==> config.mk <==
export PLATFORM = sky130hd
export DESIGN_NAME = pwm8_dbuf
export DESIGN_NICKNAME = d
export VERILOG_FILES = /design/src/rtl/pwm8_dbuf_pkg.sv /design/src/rtl/pwm8_wrap_det.sv /design/src/rtl/pwm8_duty_reg.sv /design/src/rtl/pwm8_cmp_out.sv /design/src/rtl/pwm8_dbuf.sv
export SDC_FILE = /design/constraint.sdc
export NUM_CORES = 1
export LEC_CHECK = 0
export BUFFER_PORTS_ARGS = -buffer_cell sky130_fd_sc_hd__buf_4
export CORE_MARGIN = 8
export CORE_UTILIZATION = 25
export CTS_CLUSTER_SIZE = 24
export DETAILED_ROUTE_END_ITERATION = 10
export PLACE_DENSITY = 0.49
export SLEW_MARGIN = 30
export SYNTH_ARGS = -nofsm -noshare
export SYNTH_HDL_FRONTEND = slang
export SYNTH_SLANG_ARGS = --single-unit
==> constraint.sdc <==
create_clock -name clk_i -period 2.8 [get_ports clk_i]
set_input_delay 0.14 -clock clk_i [delete_from_list [all_inputs] [get_ports clk_i]]
set_output_delay 0.14 -clock clk_i [all_outputs]
set_load 0.005 [all_outputs]
==> src/rtl/pwm8_dbuf_pkg.sv <==
`timescale 1ns/1ps
package pwm8_dbuf_pkg;
  localparam int unsigned DUTY_W_DEF = 8;
  localparam int unsigned CHAN_DEF   = 2;

  // per-channel control strobes gathered at the top
  typedef struct packed {
    logic run;
    logic stage_wr;
  } chan_ctl_t;
endpackage

==> src/rtl/pwm8_wrap_det.sv <==
`timescale 1ns/1ps
module pwm8_wrap_det #(
  parameter int unsigned W = 8
) (
  input  logic         clk_i,
  input  logic         rst_n_i,
  input  logic [W-1:0] cnt_i,
  output logic         wrap_o
);
  localparam logic [W-1:0] CNT_TOP = '1;

  logic [W-1:0] last_q;
  logic [W-1:0] last_d;

  always_comb begin
    last_d = cnt_i;
  end

  always_ff @(posedge clk_i or negedge rst_n_i) begin
    if (!rst_n_i) last_q <= '0;
    else          last_q <= last_d;
  end

  // a boundary is the single step from the top value to zero
  assign wrap_o = (last_q == CNT_TOP) && (cnt_i == '0);
endmodule

==> src/rtl/pwm8_duty_reg.sv <==
`timescale 1ns/1ps
module pwm8_duty_reg #(
  parameter int unsigned W = 8
) (
  input  logic         clk_i,
  input  logic         rst_n_i,
  input  logic         en_i,
  input  logic         wrap_i,
  input  logic         wr_en_i,
  input  logic [W-1:0] wr_data_i,
  output logic [W-1:0] act_o,
  output logic [W-1:0] stg_o,
  output logic [W-1:0] duty_eff_o
);
  logic [W-1:0] act_q, act_d;
  logic [W-1:0] stg_q, stg_d;
  logic         load_act;

  assign load_act = en_i & wrap_i;

  always_comb begin
    stg_d = stg_q;
    if (wr_en_i) stg_d = wr_data_i;
    act_d = act_q;
    if (load_act) act_d = stg_q;
  end

  always_ff @(posedge clk_i or negedge rst_n_i) begin
    if (!rst_n_i) begin
      act_q <= '0;
      stg_q <= '0;
    end else begin
      act_q <= act_d;
      stg_q <= stg_d;
    end
  end

  // the boundary cycle already compares against the incoming value
  assign duty_eff_o = load_act ? stg_q : act_q;
  assign act_o      = act_q;
  assign stg_o      = stg_q;
endmodule

==> src/rtl/pwm8_cmp_out.sv <==
`timescale 1ns/1ps
module pwm8_cmp_out #(
  parameter int unsigned W = 8
) (
  input  logic         clk_i,
  input  logic         rst_n_i,
  input  logic         en_i,
  input  logic [W-1:0] cnt_i,
  input  logic [W-1:0] duty_i,
  output logic         pwm_o
);
  logic pwm_q, pwm_d;

  always_comb begin
    pwm_d = en_i && (cnt_i >= duty_i);
  end

  always_ff @(posedge clk_i or negedge rst_n_i) begin
    if (!rst_n_i) pwm_q <= 1'b0;
    else          pwm_q <= pwm_d;
  end

  assign pwm_o = pwm_q;
endmodule

==> src/rtl/pwm8_dbuf.sv <==
`timescale 1ns/1ps
module pwm8_dbuf
  import pwm8_dbuf_pkg::*;
#(
  parameter int unsigned W  = DUTY_W_DEF,
  parameter int unsigned CH = CHAN_DEF
) (
  input  logic          clk_i,
  input  logic          rst_n_i,
  input  logic [W-1:0]  cnt_i,
  input  logic [CH-1:0] en_i,
  input  logic [CH-1:0] wr_en_i,
  input  logic [W-1:0]  wr_data_i,
  output logic [CH-1:0] pwm_o
);
  logic                  wrap;
  chan_ctl_t [CH-1:0]    ctl;
  logic [CH-1:0][W-1:0]  act_duty;
  logic [CH-1:0][W-1:0]  stg_duty;
  logic [CH-1:0][W-1:0]  eff_duty;

  pwm8_wrap_det #(.W(W)) u_wrap (
    .clk_i   (clk_i),
    .rst_n_i (rst_n_i),
    .cnt_i   (cnt_i),
    .wrap_o  (wrap)
  );

  for (genvar c = 0; c < CH; c++) begin : g_ch
    assign ctl[c].run      = en_i[c];
    assign ctl[c].stage_wr = wr_en_i[c];

    pwm8_duty_reg #(.W(W)) u_duty (
      .clk_i      (clk_i),
      .rst_n_i    (rst_n_i),
      .en_i       (ctl[c].run),
      .wrap_i     (wrap),
      .wr_en_i    (ctl[c].stage_wr),
      .wr_data_i  (wr_data_i),
      .act_o      (act_duty[c]),
      .stg_o      (stg_duty[c]),
      .duty_eff_o (eff_duty[c])
    );

    pwm8_cmp_out #(.W(W)) u_out (
      .clk_i   (clk_i),
      .rst_n_i (rst_n_i),
      .en_i    (ctl[c].run),
      .cnt_i   (cnt_i),
      .duty_i  (eff_duty[c]),
      .pwm_o   (pwm_o[c])
    );
  end
endmodule

==> key figures, run 1 <==
Synth
  – XOR/XNOR Fraction of Synth Area: 0
  – Post-synthesis mux area share: 0.2574
  – Synth Area in Compound Gates: 0.04002
  – Synth Area in Adders: 0.09852
  – Post-synthesis simple-gate area fraction: 0.06096
  – Ys flop type: dfrtp_1
  – FFs w/ async S/R, synth: 1.000
  – Main combinational cell family by area after synthesis: multiplexers
  – Post-synthesis register bit count: 42
  – Yosys warns: 0
  – Synth cell types: 27
  – Post-synth EDFFs: 0
  – Mapped Cells: 141
  – Register area share after synthesis: 0.5172
  – Syn_area_per_cell: 14.41 µm²
  – Cell area after synthesis: 2032 µm²
  – Syn nets: 179

Worst setup path
  – R2R setup slack: 0.16 ns
  – Crit. End Element: flop
  – Crit path max-delay cell type: or4b_4
  – Critical path startpoint category: flop
  – Cell chain of the critical path: or4b_4 -> nor4_4 -> nand2_4 -> mux2_2 -> ha_1 -> nand2b_1 -> a2111oi_2 -> o211ai_1 -> and3_1
  – Worst Path Max Fanout: 2
  – Worst R2R End: g_ch[1].u_out.pwm_o
  – R2R Path Start: u_wrap.last_q[1]
  – Path depth of the worst reg2reg path: 9
  – Worst EP arrival: 2.83 ns
  – Kind of critical path: reg2reg
  – CP max stage delay: 0.47 ns
  – CP required: 2.99 ns

Hold path
  – Hold Startpoint: cnt_i[2]
  – Worst hold endpoint: u_wrap.last_q[2]
  – Hold depth: 2
  – Hold Crit Class: in2reg

Floorplanning
  – DIE AREA: 11270 µm²
  – Die height: 106.2 µm
  – Rows: 33
  – Core area: 8051 µm²
  – Die width: 106.2 µm
  – IO Pins: 24
  – Initial Utilization: 0.2524

Timing
  – Final hold vios: 0
  – Final setup viols: 0
  – Final TNS setup: 0 ns
  – Max Clock Skew: 0.01278 ns
  – Rel. slew slack: 0.6421
  – Final period utilization: 0.9430
  – Fmax: 378.7 MHz
  – RSZ-0062 raised after global routing: no
  – Post-route setup slack: 0.1596 ns
  – Worst slew pin tran: 0.5369 ns
  – WHS: 0.08275 ns
  – Max Slew Vio Count: 0
  – Tmin final: 2.640 ns

Finish
  – # fillers: 832
  – Fin util: 0.3120
  – Post-layout nets: 214
  – Commonest non-fill, non-tap cell in the layout: dfrtp_1
  – Share of layout cells above drive strength 1: 0.4124
  – Final non-filler cell total: 282
  – # diodes: 0
  – Most frequent cells in the layout: dfrtp_1 (42), buf_4 (27), mux2_2 (26)
  – P&R area growth vs syn: 23.65%

Power and ir drop
  – Pleak: 0.001253 µW
  – VDD IR-drop max: 0.1602 mV
  – Power Density: 495.1 nW/µm²

Route
  – Vias post-DR: 1218
  – DR pass1 iterations: 3
  – Routed Antenna Nets: 0
  – Total Wirelength: 4026 µm
  – Vias per cell: 4.319
  – WL per Instance: 14.28 µm
  – DRT iter0 DRCs: 24
  – Residual DRC count: 0

CTS
  – Cts bufs inserted: 5
  – CTS tree: done
  – Worst skew pair latency: 0.29 ns
  – Clk slew on worst S/H paths: 0.08 ns
  – Clock sink count: 42
  – Root Buffer: clkbuf_8
  – Clock Tree Buf Depth: 2
  – H-tree Lvls: 2
  – # Post-CTS Setup Buffers: 0

Place
  – Placer Congestion: 0.6855
  – Placed Cells: 268
  – DP Worst Slack: 0.004143 ns
  – Post-detail-place hpwl: 2997 µm
  – I/O Buffers: 23

Global routing
  – Gr ovfl total: 0
  – Vias in the first global route: 1262
  – First-pass GRT wire length: 6499 µm
  – Initial antenna violation count: 0
  – Total global-route track usage: 0.07436
  – Largest net degree at the start of global routing: 43

Run
  – Max Cap Viol: 0

Outcome
  – Status: finished clean
critical path: cells and delay by family, from the launching register on:
family	cells	cell delay [ns]
adder cells (fa/ha/maj)	1	0.26
multiplexers	1	0.29
AO/OA/AOI/OAI	2	0.40
flip-flops	1	0.32
AND/OR/NAND/NOR	5	1.27
what timing repair did:
action,CTS,global route
hold buffers,6,0
endpoints found under the setup margin,0,1
gates resized for setup,0,5
hold endpoints to repair,47,0
layer usage:
| metal | part of all wire | up-vias | track usage |
|---|---|---|---|
| met5 | 0 | - | 0 |
| met4 | 0.016 | 0 | 0.03317 |
| met3 | 0.043 | 6 | 0.02117 |
| met2 | 0.47 | 20 | 0.1180 |
| met1 | 0.47 | 609 | 0.09194 |
| li1 | - | 583 | - |
through the flow:
stage / area, µm² / total power [µW]
after floorplan: 2032 / 717.2
after global placement: 2328 / 780.9
after detailed placement: 2328 / 782.9
after CTS: 2495 / 1267
after global routing: 2512 / 1305
final: 2512 / 1244
state kept, by name, summed over array words and instances, names as in the netlist:
name and count:
u_wrap.last_q 8, g_ch.u_duty.act_o 16, g_ch.u_out.pwm_o 2, g_ch.u_duty.stg_o 16
layout make-up:
class | instances | area [µm²] | area share
Clock buffer | 7 | 76.32 | 0.03038
Clock inverter | 1 | 30.03 | 0.01195
Inverter | 2 | 7.507 | 0.002988
Multi-Input combinational cell | 91 | 942.2 | 0.3750
Sequential cell | 42 | 1051 | 0.4183
Tap cell | 105 | 131.4 | 0.05229
Timing Repair Buffer | 34 | 274.0 | 0.1091
synth_stat cells, drive strengths merged, types with 2 or more instances:
master  count  area, µm²
o21ai       4      20.02
nand3       2      10.01
buf         4      37.53
ha         16      200.2
nand2b      2      12.51
nand2       5      33.78
mux2       32      382.9
clkbuf      2      7.510
inv         2      7.510
mux2i      14      140.1
a21o        2      15.01
dfrtp      42       1051
a21oi       3      15.01
kinds of logic (layout without fill, tap and decap cells):
kind of cell    count (synthesis)  in the layout
flops                          42             42
mux                            46             46
buf+inv                         8             44
compound gates                 13             13
simple gates                   16             16
fa+ha+maj                      16             16
worst max-delay path by stage:
stage	start	end	slack, ns	cells after the start
after floorplan	u_wrap.last_q[1]	g_ch[1].u_out.pwm_o	0.11	9
after global placement	cnt_i[0]	g_ch[1].u_out.pwm_o	0.01	10
after detailed placement	cnt_i[0]	g_ch[1].u_out.pwm_o	0.004	10
after CTS	u_wrap.last_q[1]	g_ch[1].u_out.pwm_o	0.02	9
after global routing	u_wrap.last_q[1]	g_ch[1].u_out.pwm_o	0.006	9
final	u_wrap.last_q[1]	g_ch[1].u_out.pwm_o	0.16	9
power breakdown:
group	switching [µW]	internal [µW]
clock network	201	267
registers	19.6	638
logic	52.2	66.4
Power figures use the tool's default switching activity.
==> run 2: changes to the inputs <==
--- a/config.mk
+++ b/config.mk
@@ -11,4 +11,5 @@
 export CTS_CLUSTER_SIZE = 24
 export DETAILED_ROUTE_END_ITERATION = 10
+export GPL_TIMING_DRIVEN = 0
 export PLACE_DENSITY = 0.49
 export SLEW_MARGIN = 30
==> constraint.sdc (replaced) <==
create_clock -name clk_i -period 2.8 [get_ports clk_i]
set_input_delay 0.28 -clock clk_i [delete_from_list [all_inputs] [get_ports clk_i]]
set_output_delay 0.28 -clock clk_i [all_outputs]
set_load 0.005 [all_outputs]
==> run 2 against run 1 <==
Against the previous run:
- non-clock buffer count is 3 lower
- sequential share of layout area grew 1.1 points
- register-to-register slack about the same
- utilization is 0.79 points lower
- largest power group unchanged
- routed wire length down 4.4%
- hold slack gained 0.041 ns
- combinational power is 6% lower
- first-iteration DRC count unchanged
==> key figures, run 2 (same netlist as run 1, synthesis figures left out) <==
Finish
  – P&R area growth vs syn: 20.50%
  – Register Area: 1051 µm²
  – Most frequent cells in the layout: dfrtp_1 (42), mux2_2 (26), buf_4 (26)
  – Share of layout cells above drive strength 1: 0.4220
  – Commonest non-fill, non-tap cell in the layout: dfrtp_1
  – Post-layout nets: 211
  – Final Cell Area: 2449 µm²
  – # fillers: 813
  – Multi-input combinational cell area: 947.2 µm²
  – # diodes: 0

Hold path
  – Hold Crit Class: in2reg

Floorplanning
  – Die width: 106.2 µm
  – Rows: 33
  – IO Pins: 24
  – Initial Utilization: 0.2524
  – Die height: 106.2 µm
  – DIE AREA: 11270 µm²
  – Core area: 8051 µm²

Route
  – Total Wirelength: 3849 µm
  – DR pass1 iterations: 2
  – DRT iter0 DRCs: 24
  – WL per Instance: 13.85 µm
  – Residual DRC count: 0
  – Vias per cell: 4.234
  – Vias post-DR: 1177
  – Routed Antenna Nets: 0

Place
  – Area post-placement: 2321 µm²
  – Post-detail-place hpwl: 2917 µm
  – Placer Congestion: 0.6875
  – DP Worst Slack: -0.3135 ns
  – I/O Buffers: 21

CTS
  – Clock sink count: 42
  – H-tree Lvls: 2
  – Worst skew pair latency: 0.29 ns
  – CTS tree: done
  – Clock Tree Buf Depth: 2
  – Clk slew on worst S/H paths: 0.07 ns
  – Cts bufs inserted: 5
  – Root Buffer: clkbuf_8

Worst setup path
  – Crit. End Element: flop
  – Critical path startpoint category: flop
  – Kind of critical path: reg2reg
  – Worst Path Max Fanout: 6
  – Worst EP arrival: 2.81 ns
  – CP required: 2.97 ns

Timing
  – Final TNS setup: 0 ns
  – Final hold vios: 0
  – Max Slew Vio Count: 0
  – Final period utilization: 0.9429
  – Final setup viols: 0
  – Worst slew pin tran: 0.5358 ns
  – Max Clock Skew: 0.004988 ns
  – RSZ-0062 raised after global routing: no
  – Post-route setup slack: 0.1598 ns
  – Tmin final: 2.640 ns
  – Rel. slew slack: 0.6428
  – Fmax: 378.8 MHz

Global routing
  – Initial antenna violation count: 0
  – Gr ovfl total: 0
  – Largest net degree at the start of global routing: 43
  – First-pass GRT wire length: 6775 µm
  – Vias in the first global route: 1335
  – Total global-route track usage: 0.07549

Run
  – Max Cap Viol: 0

Outcome
  – Status: finished clean

Power and ir drop
  – VDD IR-drop max: 0.1495 mV
  – Pwr Total: 1132 µW
  – Pleak: 0.001229 µW
  – Power Density: 462.5 nW/µm²
## run 2: metrics by stage
step | hold WS (ns) | std cells | utilization
after floorplan | -0.01559 | 141 | -
after global placement | 0.3064 | 267 | 0.2883
after detailed placement | 0.3052 | 267 | 0.2883
after CTS | 0.1151 | 278 | 0.3026
after global routing | 0.1158 | 278 | 0.3041
final | 0.1235 | 278 | 0.3041
## run 2: final timing paths
check / startpoint / to / slack (ns) / depth (start not counted)
setup / recovery: u_wrap.last_q[1] / g_ch[0].u_out.pwm_o / 0.16 / 10
hold / removal: cnt_i[0] / u_wrap.last_q[0] / 0.12 / 1
setup reg to reg: u_wrap.last_q[1] / g_ch[0].u_out.pwm_o / 0.16 / 10
hold reg to reg: g_ch[1].u_duty.act_o[3] / g_ch[1].u_duty.act_o[3] / 0.51 / 1
max in group asynchronous: rst_n_i / g_ch[1].u_duty.act_o[3] / 1.92 / 2
min in group asynchronous: rst_n_i / g_ch[0].u_duty.act_o[1] / 0.52 / 2
## run 2: routing by layer
| metal | GRT usage | wire (µm) | vias to the layer above |
|---|---|---|---|
| met5 | 0 | 0 | - |
| met4 | 0.03317 | 75 | 0 |
| met3 | 0.02117 | 203 | 5 |
| met2 | 0.1211 | 1812 | 21 |
| met1 | 0.09261 | 1758 | 572 |
| li1 | - | - | 579 |
## run 2: critical path, stage by stage (launching register included)
cell      delay [ns]
dfrtp_1         0.32
or4b_4          0.46
nor4_4          0.33
buf_4           0.18
nand2_4         0.08
mux2_2          0.30
ha_1            0.27
nand2b_1        0.14
a21o_1          0.18
a211oi_2        0.17
o21ai_1         0.09
## run 2: final cells by class
cell class,count,area share
inverters,2,0.003066
clock buffers,7,0.03117
plain buffers,6,0.01840
flip-flops and latches,42,0.4292
repair buffers,25,0.07767
well taps,105,0.05365
multi-input cells,91,0.3868
## run 2: report_power, final
part / internal, µW / leakage, µW / total (µW) / switching (µW)
Sequential: 638 / 0.000529 / 658 / 20.3
Clock: 172 / 0.0000383 / 363 / 191
Combinational: 61.6 / 0.000661 / 112 / 50.3
Total: 871 / 0.00123 / 1130 / 261
## run 2: timing repair
| action | 4_1_cts | 5_1_grt |
|---|---|---|
| resized for setup | 2 | 4 |
| pin swaps | 2 | 5 |
| endpoints found under the hold margin | 42 | 0 |
| buffers inserted | 3 | 0 |
| hold buffers | 1 | 0 |
| endpoints found under the setup margin | 1 | 2 |
